## config.mk

```make
export PLATFORM = sky130hd
export DESIGN_NAME = excl_monitor
export DESIGN_NICKNAME = d
export VERILOG_FILES = /design/src/rtl/excl_mon_pkg.sv /design/src/rtl/excl_addr_unit.sv /design/src/rtl/excl_overlap.sv /design/src/rtl/excl_tag_store.sv /design/src/rtl/excl_monitor.sv
export SDC_FILE = /design/constraint.sdc
export NUM_CORES = 1
export LEC_CHECK = 0
export ABC_AREA = 1
export BUFFER_PORTS_ARGS = -buffer_cell sky130_fd_sc_hd__buf_2
export CAP_MARGIN = 20
export CELL_PAD_IN_SITES_DETAIL_PLACEMENT = 0
export CELL_PAD_IN_SITES_GLOBAL_PLACEMENT = 1
export CORE_MARGIN = 5
export CORE_UTILIZATION = 35
export DETAILED_ROUTE_END_ITERATION = 10
export GPL_TIMING_DRIVEN = 0
export HOLD_SLACK_MARGIN = 0.02
export PLACE_DENSITY_LB_ADDON = 0.2
export SLEW_MARGIN = 20
export SYNTH_ARGS = -nofsm -noshare
export SYNTH_HDL_FRONTEND = slang
export SYNTH_HIERARCHICAL = 1
export SYNTH_SLANG_ARGS = --single-unit
```

## constraint.sdc

```tcl
create_clock -name clk -period 4.95 [get_ports clk]
set_clock_uncertainty 0.05 [all_clocks]
set_input_delay 0.2475 -clock clk [delete_from_list [all_inputs] [get_ports clk]]
set_output_delay 0.2475 -clock clk [all_outputs]
set_load 0.02 [all_outputs]
```

## src/rtl/excl_mon_pkg.sv

```systemverilog
package excl_mon_pkg;

   typedef enum logic [1:0] {
      XSZ_BYTE = 2'd0,
      XSZ_HALF = 2'd1,
      XSZ_WORD = 2'd2,
      XSZ_RSVD = 2'd3
   } xsize_e;

   // number of bytes covered by an access of the given size code
   function automatic logic [3:0] size_bytes(input logic [1:0] code);
      return 4'd1 << code;
   endfunction

endpackage

```

## src/rtl/excl_addr_unit.sv

```systemverilog
module excl_addr_unit
   import excl_mon_pkg::*;
#(
   parameter int ADDR_W    = 32,
   parameter int OFF_W     = 12,
   parameter int OFF_MAX   = 1020,
   parameter int OFF_ALIGN = 4
) (
   input  logic [ADDR_W-1:0] base,
   input  logic [OFF_W-1:0]  off,
   input  logic              off_present,
   input  logic [1:0]        size,
   output logic [ADDR_W-1:0] eff_addr,
   output logic              illegal
);

   localparam logic [OFF_W-1:0] ALIGN_MASK = OFF_W'(OFF_ALIGN - 1);
   localparam logic [OFF_W-1:0] LIMIT      = OFF_W'(OFF_MAX);

   logic is_word;
   logic misaligned;
   logic too_far;
   logic rsvd_size;

   always_comb begin
      is_word    = (xsize_e'(size) == XSZ_WORD);
      rsvd_size  = (xsize_e'(size) == XSZ_RSVD);
      misaligned = |(off & ALIGN_MASK);
      too_far    = (off > LIMIT);
      illegal    = rsvd_size | (off_present & (~is_word | misaligned | too_far));
      eff_addr   = base + (off_present ? ADDR_W'(off) : '0);
   end

endmodule

```

## src/rtl/excl_overlap.sv

```systemverilog
module excl_overlap
   import excl_mon_pkg::*;
#(
   parameter int ADDR_W   = 32,
   parameter int GRAN_LG2 = 0
) (
   input  logic [ADDR_W-1:0] a_addr,
   input  logic [1:0]        a_size,
   input  logic [ADDR_W-1:0] b_addr,
   input  logic [1:0]        b_size,
   output logic              hit
);

   generate
      if (GRAN_LG2 == 0) begin : g_exact
         logic [ADDR_W:0] a_lo, a_hi, b_lo, b_hi;
         always_comb begin
            a_lo = {1'b0, a_addr};
            b_lo = {1'b0, b_addr};
            a_hi = a_lo + (ADDR_W+1)'(size_bytes(a_size));
            b_hi = b_lo + (ADDR_W+1)'(size_bytes(b_size));
            hit  = (a_lo < b_hi) && (b_lo < a_hi);
         end
      end else begin : g_granule
         assign hit = (a_addr[ADDR_W-1:GRAN_LG2] == b_addr[ADDR_W-1:GRAN_LG2]);
      end
   endgenerate

endmodule

```

## src/rtl/excl_tag_store.sv

```systemverilog
module excl_tag_store #(
   parameter int ADDR_W = 32
) (
   input  logic              clk,
   input  logic              rst_n,
   input  logic              clr,
   input  logic              set_req,
   input  logic              set_ok,
   input  logic [ADDR_W-1:0] set_addr,
   input  logic [1:0]        set_size,
   input  logic              kill,
   output logic              tag_valid,
   output logic [ADDR_W-1:0] tag_addr,
   output logic [1:0]        tag_size
);

   always_ff @(posedge clk) begin
      if (!rst_n) begin
         tag_valid <= 1'b0;
         tag_addr  <= '0;
         tag_size  <= '0;
      end else if (clr) begin
         tag_valid <= 1'b0;
      end else if (set_req) begin
         tag_valid <= set_ok;
         tag_addr  <= set_addr;
         tag_size  <= set_size;
      end else if (kill) begin
         tag_valid <= 1'b0;
      end
   end

endmodule

```

## src/rtl/excl_monitor.sv

```systemverilog
module excl_monitor
   import excl_mon_pkg::*;
#(
   parameter int ADDR_W    = 32,
   parameter int OFF_W     = 12,
   parameter int OFF_MAX   = 1020,
   parameter int OFF_ALIGN = 4,
   parameter int NUM_OBS   = 2,
   parameter int GRAN_LG2  = 0
) (
   input  logic                      clk,
   input  logic                      rst_n,
   input  logic                      clr,
   input  logic                      ld_valid,
   input  logic [ADDR_W-1:0]         ld_base,
   input  logic [OFF_W-1:0]          ld_off,
   input  logic                      ld_off_present,
   input  logic [1:0]                ld_size,
   output logic [ADDR_W-1:0]         ld_eff_addr,
   output logic                      ld_err,
   input  logic                      st_valid,
   input  logic [ADDR_W-1:0]         st_base,
   input  logic [OFF_W-1:0]          st_off,
   input  logic                      st_off_present,
   input  logic [1:0]                st_size,
   output logic [ADDR_W-1:0]         st_eff_addr,
   output logic                      st_err,
   output logic                      st_wr_en,
   output logic                      st_status,
   input  logic [NUM_OBS-1:0]        obs_valid,
   input  logic [NUM_OBS*ADDR_W-1:0] obs_addr,
   input  logic [NUM_OBS*2-1:0]      obs_size
);

   // elaboration-time parameter checks
   generate
      if (OFF_ALIGN < 1 || (OFF_ALIGN & (OFF_ALIGN - 1)) != 0) begin : g_bad_align
         $error("OFF_ALIGN must be a power of two");
      end
      if (OFF_MAX % OFF_ALIGN != 0) begin : g_bad_max
         $error("OFF_MAX must be a multiple of OFF_ALIGN");
      end
      if (OFF_MAX >= (1 << OFF_W)) begin : g_bad_offw
         $error("OFF_W too narrow for OFF_MAX");
      end
      if (OFF_W >= ADDR_W) begin : g_bad_addrw
         $error("ADDR_W must exceed OFF_W");
      end
      if (NUM_OBS < 1) begin : g_bad_obs
         $error("NUM_OBS must be at least one");
      end
      if (GRAN_LG2 < 0 || GRAN_LG2 >= ADDR_W) begin : g_bad_gran
         $error("GRAN_LG2 out of range");
      end
   endgenerate

   logic              tag_valid;
   logic [ADDR_W-1:0] tag_addr;
   logic [1:0]        tag_size;
   logic [NUM_OBS-1:0] ov_hit;
   logic              obs_kill;
   logic              st_match;

   excl_addr_unit #(
      .ADDR_W(ADDR_W), .OFF_W(OFF_W), .OFF_MAX(OFF_MAX), .OFF_ALIGN(OFF_ALIGN)
   ) u_ld_addr (
      .base(ld_base), .off(ld_off), .off_present(ld_off_present), .size(ld_size),
      .eff_addr(ld_eff_addr), .illegal(ld_err)
   );

   excl_addr_unit #(
      .ADDR_W(ADDR_W), .OFF_W(OFF_W), .OFF_MAX(OFF_MAX), .OFF_ALIGN(OFF_ALIGN)
   ) u_st_addr (
      .base(st_base), .off(st_off), .off_present(st_off_present), .size(st_size),
      .eff_addr(st_eff_addr), .illegal(st_err)
   );

   genvar g;
   generate
      for (g = 0; g < NUM_OBS; g++) begin : g_obs
         excl_overlap #(.ADDR_W(ADDR_W), .GRAN_LG2(GRAN_LG2)) u_ov (
            .a_addr(obs_addr[g*ADDR_W +: ADDR_W]),
            .a_size(obs_size[g*2 +: 2]),
            .b_addr(tag_addr),
            .b_size(tag_size),
            .hit   (ov_hit[g])
         );
      end
   endgenerate

   assign obs_kill = |(obs_valid & ov_hit);

   excl_tag_store #(.ADDR_W(ADDR_W)) u_tag (
      .clk(clk), .rst_n(rst_n), .clr(clr),
      .set_req(ld_valid), .set_ok(~ld_err),
      .set_addr(ld_eff_addr), .set_size(ld_size),
      .kill(st_valid | obs_kill),
      .tag_valid(tag_valid), .tag_addr(tag_addr), .tag_size(tag_size)
   );

   always_comb begin
      st_match  = tag_valid && (st_eff_addr == tag_addr) && (st_size == tag_size);
      st_wr_en  = st_valid && !st_err && st_match;
      st_status = !st_wr_en;
   end

endmodule

```

==> impl_metrics.tcl, run 1 <==
set metrics [dict create \
    status "complete, no violations" \
    grt_max_degree 16 \
    ir_drop_mv 0.1405 \
    required_ns 5.06 \
    path_clk_slew_ns 0.05 \
    cp-startpoint "u_tag/tag_size[0]$_SDFFE_PN0P_" \
    numPortBuffers 234 \
    syn_area_um2 12100 \
    cts_setup_buffers 0 \
    reg2reg_from "u_tag/tag_size[0]$_SDFFE_PN0P_" \
    synthCells 2141 \
    ys.flop_type "dfxtp_1" \
    most-common-layout-cells "nand2_1, inv_1, nor2_1" \
    place_ws_ns 0.9911 \
    max_cap_violations 0 \
    rsz0062_at_grt "no" \
    finalPower_uw 1830 \
    max_slew_margin_pct 40.35 \
    track_usage_pct 22.64 \
    grt_pass1_vias 13324 \
    finalCriticalPeriod_ns 3.973 \
    synth.avg_cell_area_um2 5.651 \
    fmax_ghz 0.2517 \
    synth.area.top_cells "nand2_1, ha_1, inv_1, nor2_1, xor2_1" \
    r2r-end "u_tag/tag_valid$_SDFFE_PP0P_" \
    holdCritPathClass "in -> reg" \
    fin_ws_ns 0.9768 \
    start_util_pct 35.20 \
    wl_per_cell_um 15.84 \
    synth_nets 2480 \
    drive_gt1_share_pct 15.15 \
    slew_viol_final 0 \
    cts-htree-levels 2 \
    endpoint_kind "register" \
    cp-endpoint "u_tag/tag_valid$_SDFFE_PP0P_" \
    n_antenna_cell 0 \
    overflow 0 \
    cts.path.max_buffers 2 \
    synth_top_area_share_pct 21.81 \
    yosysTopAreaCell "nand2_1" \
    drc 0 \
    r2r_slack_ns 0.98 \
    switching_share_pct 50.88 \
    seq_power_share_pct 22.7 \
    ant_nets 0 \
    crit_fanout 10 \
    ys_warn_count 6 \
    layout_commonest_cell "nand2_1" \
    critPathLaunchType "register" \
    slowest_delay_ns 0.66 \
    vias 13870 \
    leakage_uw 0.007552 \
    pwr_density_cell_nw_per_um2 130.9 \
    cpMostUsedCell "nand2_1" \
    core-area_um2 34370 \
    die_w_um 195.9 \
    worst_hold_slack_ns 0.2505 \
    initialDrtViolationCount 779 \
    wirelength_um 44940 \
    area_growth_pct 15.52 \
    hpwl_um 38600 \
    cp.arrival_ns 4.09 \
    synth_seq_cells 35 \
    cts_resized 0 \
    antenna_found_initial 3 \
    grt_use_met2_pct 35.36 \
    cts_buffers 5 \
    power.clock.fraction_pct 15.7 \
    clk_latency_ns 0.27 \
    vias_per_cell 4.887 \
    finalSetupTns_ns 0 \
    tightest_slew_ns 0.8935 \
    num_rows 68 \
    ios 237 \
    cts_tree "built" \
    routabilityCongestion 0.8904 \
    root_buffer "clkbuf_16" \
    power_frac_comb_pct 61.6 \
    first_pass_iters 5 \
    grt_pass1_wl_um 70580 \
    die_h_um 195.9 \
    period_share_pct 80.27 \
    synth-async-reset-ratio_pct 0 \
    fin_nets 2721 \
    clock_sinks 35 \
    setup_viol 0 \
    slowest_stage "dfxtp_1" \
    die-area_um2 38390 \
    path_class "reg -> reg" \
    finalHoldViolations 0 \
    synthDistinctLibCells 49 \
    synth_edf_count 0 \
    top_usage_layer "met2" \
    p_int_uw 898.9 \
    rr_worst_depth 25 \
    cts_hold_buf 0 \
    ys_seq_area_share_pct 5.791 \
    gr-usage-met3_pct 2.078 \
    power.switching_uw 931.0 \
    use_met1_pct 33.36 \
]
-- critical path, delay by kind of cell, from the launching register on --
kind            cells  cell delay (ns)
compound gates      5             0.62
xor+xnor            1             0.16
fa+ha+maj           2             0.58
buf+inv             2             0.12
flops               1             0.66
simple gates       15             1.67
-- how the worst min path moves through the flow --
stage                                 start                         endpoint  cells after the start
6_report                              rst_n  u_tag/tag_addr[26]$_SDFFE_PN0P_                      3
5_1_grt                               rst_n  u_tag/tag_addr[26]$_SDFFE_PN0P_                      3
4_1_cts                               rst_n  u_tag/tag_addr[26]$_SDFFE_PN0P_                      3
3_5_place_dp   u_tag/tag_valid$_SDFFE_PP0P_     u_tag/tag_valid$_SDFFE_PP0P_                      2
3_3_place_gp   u_tag/tag_valid$_SDFFE_PP0P_     u_tag/tag_valid$_SDFFE_PP0P_                      2
2_1_floorplan                           clr  u_tag/tag_addr[25]$_SDFFE_PN0P_                      3
-- through the flow --
step                cell area [um2]  cells  utilization, %
global route                  13980   2838           40.66
floorplan                     12100   2141               -
detailed placement            13840   2830           40.26
CTS                           13980   2838           40.66
finish                        13980   2838           40.66
global placement              13840   2830           40.26
-- layout make-up --
class                      instances  area [um2]
fill                            3990       20400
clock inverter                     1       5.005
multi-input combinational       1749        9986
timing repair buffer             234        1171
clock buffer                       7       132.6
tap                              455       569.3
inverter                         341        1282
sequential                        35       700.7
buffer                            16       130.1
-- power groups by stage --
stage / Sequential [uW] / Clock (uW) / Combinational, uW
5_1_grt: 416 / 301 / 1290
6_report: 415 / 287 / 1130
3_3_place_gp: 416 / 0 / 1110
4_1_cts: 412 / 292 / 1130
3_5_place_dp: 417 / 0 / 1130
2_1_floorplan: 354 / 0 / 758
-- cells in the mapped netlist, types with 2 or more instances --
library cell    n
nor2_4          7
nand2_1       703
or2_1           2
fa_1            6
and3_1          5
nor4_1         16
o21a_1          5
a21oi_2         2
nand3b_1       13
nor3_4          2
xor2_1        104
nand3_1       137
nor3_1         46
o21ai_0        13
o21bai_1        4
a21oi_1        64
xnor2_1        51
inv_1         333
nor2_1        258
nor3_2         13
nand2_2        26
clkbuf_1        2
buf_4           5
ha_1          164
inv_2           7
nand4_1        48
a21o_1          3
dfxtp_1        35
buf_6           5
nand3_2        20
nor2_2         22
buf_2           3
-- routing by layer --
layer / wire, um / part of all wire [%]
met1: 22390 / 50
met2: 18900 / 42
met3: 2315 / 5.2
met4: 1294 / 2.9
met5: 34 / 0.076
-- cells by family after synthesis --
kind of cell,share of synthesized area (%)
xor+xnor,11.22
flops,5.791
buf+inv,11.68
fa+ha+maj,17.95
compound gates,4.385
simple gates,48.98
-- flip-flops by register name (all words and copies together) (netlist names) --
signal and flops:
u_tag/tag_valid 1, u_tag/tag_size 2, u_tag/tag_addr 32
Note: power is estimated with default switching activity, not from simulation.
==> run 2, diff against run 1 <==
==> constraint.sdc (replaced) <==
create_clock -name clk -period 3.3 [get_ports clk]
set_clock_uncertainty 0.05 [all_clocks]
set_input_delay 0.165 -clock clk [delete_from_list [all_inputs] [get_ports clk]]
set_output_delay 0.165 -clock clk [all_outputs]
set_load 0.02 [all_outputs]
==> run 2 against run 1 <==
Net effect: the flow now finishes with violations (negative setup slack); highest routed layer unchanged; largest power group unchanged; die area unchanged; global-route usage up 0.20 points; design area grew 3.5%.
==> impl_metrics.tcl, run 2 (same netlist as run 1, synthesis figures left out) <==
set metrics [dict create \
    status "finished with violations" \
    violations "negative setup slack" \
    final_area_um2 14470 \
    cts_hold_buf 0 \
    n_antenna_cell 0 \
    cts_buffers 5 \
    fin_ws_ns -0.1880 \
    vias_per_cell 4.883 \
    power.clock.fraction_pct 15.4 \
    cts-htree-levels 2 \
    leakage_uw 0.007732 \
    slew_viol_final 0 \
    overflow 0 \
    critPathLaunchType "register" \
    cts.path.max_buffers 2 \
    num_rows 68 \
    place_inst 2830 \
    die-area_um2 38390 \
    clk_latency_ns 0.27 \
    most-common-layout-cells "nand2_1, inv_1, nor2_1" \
    grt_max_degree 16 \
    path_class "reg -> reg" \
    cts_tree "built" \
    die_w_um 195.9 \
    wirelength_um 45490 \
    antenna_found_initial 3 \
    setup_viol 1 \
    crit_fanout 7 \
    first_pass_iters 6 \
    required_ns 3.46 \
    power.switching_uw 1423 \
    pwr_density_cell_nw_per_um2 193.7 \
    holdCritPathClass "in -> reg" \
    power_frac_comb_pct 62.3 \
    cp.arrival_ns 3.65 \
    finalHoldViolations 0 \
    grt_pass1_vias 13477 \
    path_clk_slew_ns 0.05 \
    rsz0062_at_grt "yes" \
    die_h_um 195.9 \
    ir_drop_mv 0.2163 \
    switching_share_pct 50.76 \
    seq_power_share_pct 22.3 \
    layout_commonest_cell "nand2_1" \
    p_int_uw 1380 \
    top_register "u_tag/tag_addr" \
    tightest_slew_ns 0.8778 \
    finalSetupTns_ns -0.1880 \
    max_slew_margin_pct 41.40 \
    track_usage_pct 22.84 \
    fmax_ghz 0.2867 \
    routabilityCongestion 0.8904 \
    worst_hold_slack_ns 0.1663 \
    max_cap_violations 0 \
    fillers 3952 \
    start_util_pct 35.20 \
    hpwl_um 38600 \
    area_growth_pct 19.57 \
    place_area_um2 13840 \
    grt_pass1_wl_um 71190 \
    numPortBuffers 234 \
    drive_gt1_share_pct 19.33 \
    ios 237 \
    finalCriticalPeriod_ns 3.488 \
    drc 0 \
    fin_util_pct 42.09 \
    ant_nets 0 \
    root_buffer "clkbuf_16" \
    endpoint_kind "register" \
    top_regs "u_tag/tag_addr: 32 flops, u_tag/tag_size: 2 flops, u_tag/tag_valid: 1 flops" \
    largest_register_ffs 32 \
    initialDrtViolationCount 735 \
    wl_per_cell_um 15.91 \
    core-area_um2 34370 \
    final_cells 2860 \
    clock_sinks 35 \
    vias 13964 \
    fin_nets 2743 \
    period_share_pct 105.7 \
]
## run 2: cell types whose count changed in the layout (fill, tap and decap cells not counted), moves of 8 or more
| cell | delta |
|---|---|
| nor2_1 | -12 |
| inv_2 | +8 |
| dfxtp_1 | -18 |
| nand2_2 | +15 |
| nor2_4 | +8 |
| dfxtp_2 | +14 |
| nand2_1 | -16 |
| buf_4 | +21 |
| inv_1 | -8 |
## run 2: per-layer routing
metal | GRT usage (%) | wire [um] | vias up
li1 | - | - | 7296
met1 | 33.41 | 22690 | 6250
met2 | 35.95 | 19330 | 353
met3 | 2.095 | 2117 | 59
met4 | 5.999 | 1323 | 6
met5 | 0 | 34 | -
## run 2: what timing repair did
item | in CTS | in global routing
resized for setup | 47 | 59
endpoints found under the hold margin | 0 | 0
setup buffers | 16 | 6
pin swaps | 27 | 39
setup endpoints to repair | 1 | 3
## run 2: power groups by stage
stage          logic [uW]  clock network, uW  registers, uW
6_report             1750                431            625
5_1_grt              1980                452            626
4_1_cts              1730                438            618
3_5_place_dp         1690                  0            625
3_3_place_gp         1670                  0            624
2_1_floorplan        1140                  0            531
## run 2: final timing paths
| kind | from | endpoint | slack (ns) | cells past startpoint |
|---|---|---|---|---|
| worst min-delay path | rst_n | u_tag/tag_addr[26]$_SDFFE_PN0P_ | 0.17 | 3 |
| worst min register to register | u_tag/tag_valid$_SDFFE_PP0P_ | u_tag/tag_valid$_SDFFE_PP0P_ | 0.49 | 2 |
| worst max register to register | u_tag/tag_size[1]$_SDFFE_PN0P_ | u_tag/tag_valid$_SDFFE_PP0P_ | -0.19 | 24 |
| worst max-delay path | u_tag/tag_size[1]$_SDFFE_PN0P_ | u_tag/tag_valid$_SDFFE_PP0P_ | -0.19 | 24 |
## run 2: worst max-delay path, cell delays in order, from the launching register on
cell and delay (ns):
dfxtp_4 0.39, buf_4 0.15, inv_1 0.04, nor2_1 0.03, ha_1 0.33, nand2_1 0.08
nand3_2 0.08, nand3b_1 0.16, nor2_4 0.15, nand2_2 0.10, nor3_4 0.18, nand2_1 0.08
xor2_1 0.14, ha_1 0.33, nand2_1 0.06, inv_2 0.06, nand2_1 0.06, nor3b_2 0.15
nand2_1 0.08, a21oi_2 0.12, nor2_2 0.07, a221o_1 0.32, inv_2 0.06, a21oi_2 0.04
nor2_1 0.09
## run 2: final cells by class
cell class                 count  area [um2]  area share, %
multi-input combinational   1749       10270          70.99
timing repair buffer         256        1340          9.263
inverter                     341        1282          8.865
sequential                    35       733.2          5.068
tap                          455       569.3          3.935
buffer                        16       133.9         0.9254
clock buffer                   7       132.6         0.9168
clock inverter                 1       5.005        0.03460
## run 2: metrics by stage
stage | power, uW | worst slack (ns)
after CTS | 2781 | -0.1931
after global routing | 3063 | -0.3583
after detailed placement | 2317 | -0.6589
final | 2803 | -0.1880
after global placement | 2295 | -0.6356
after floorplan | 1669 | 0.07520
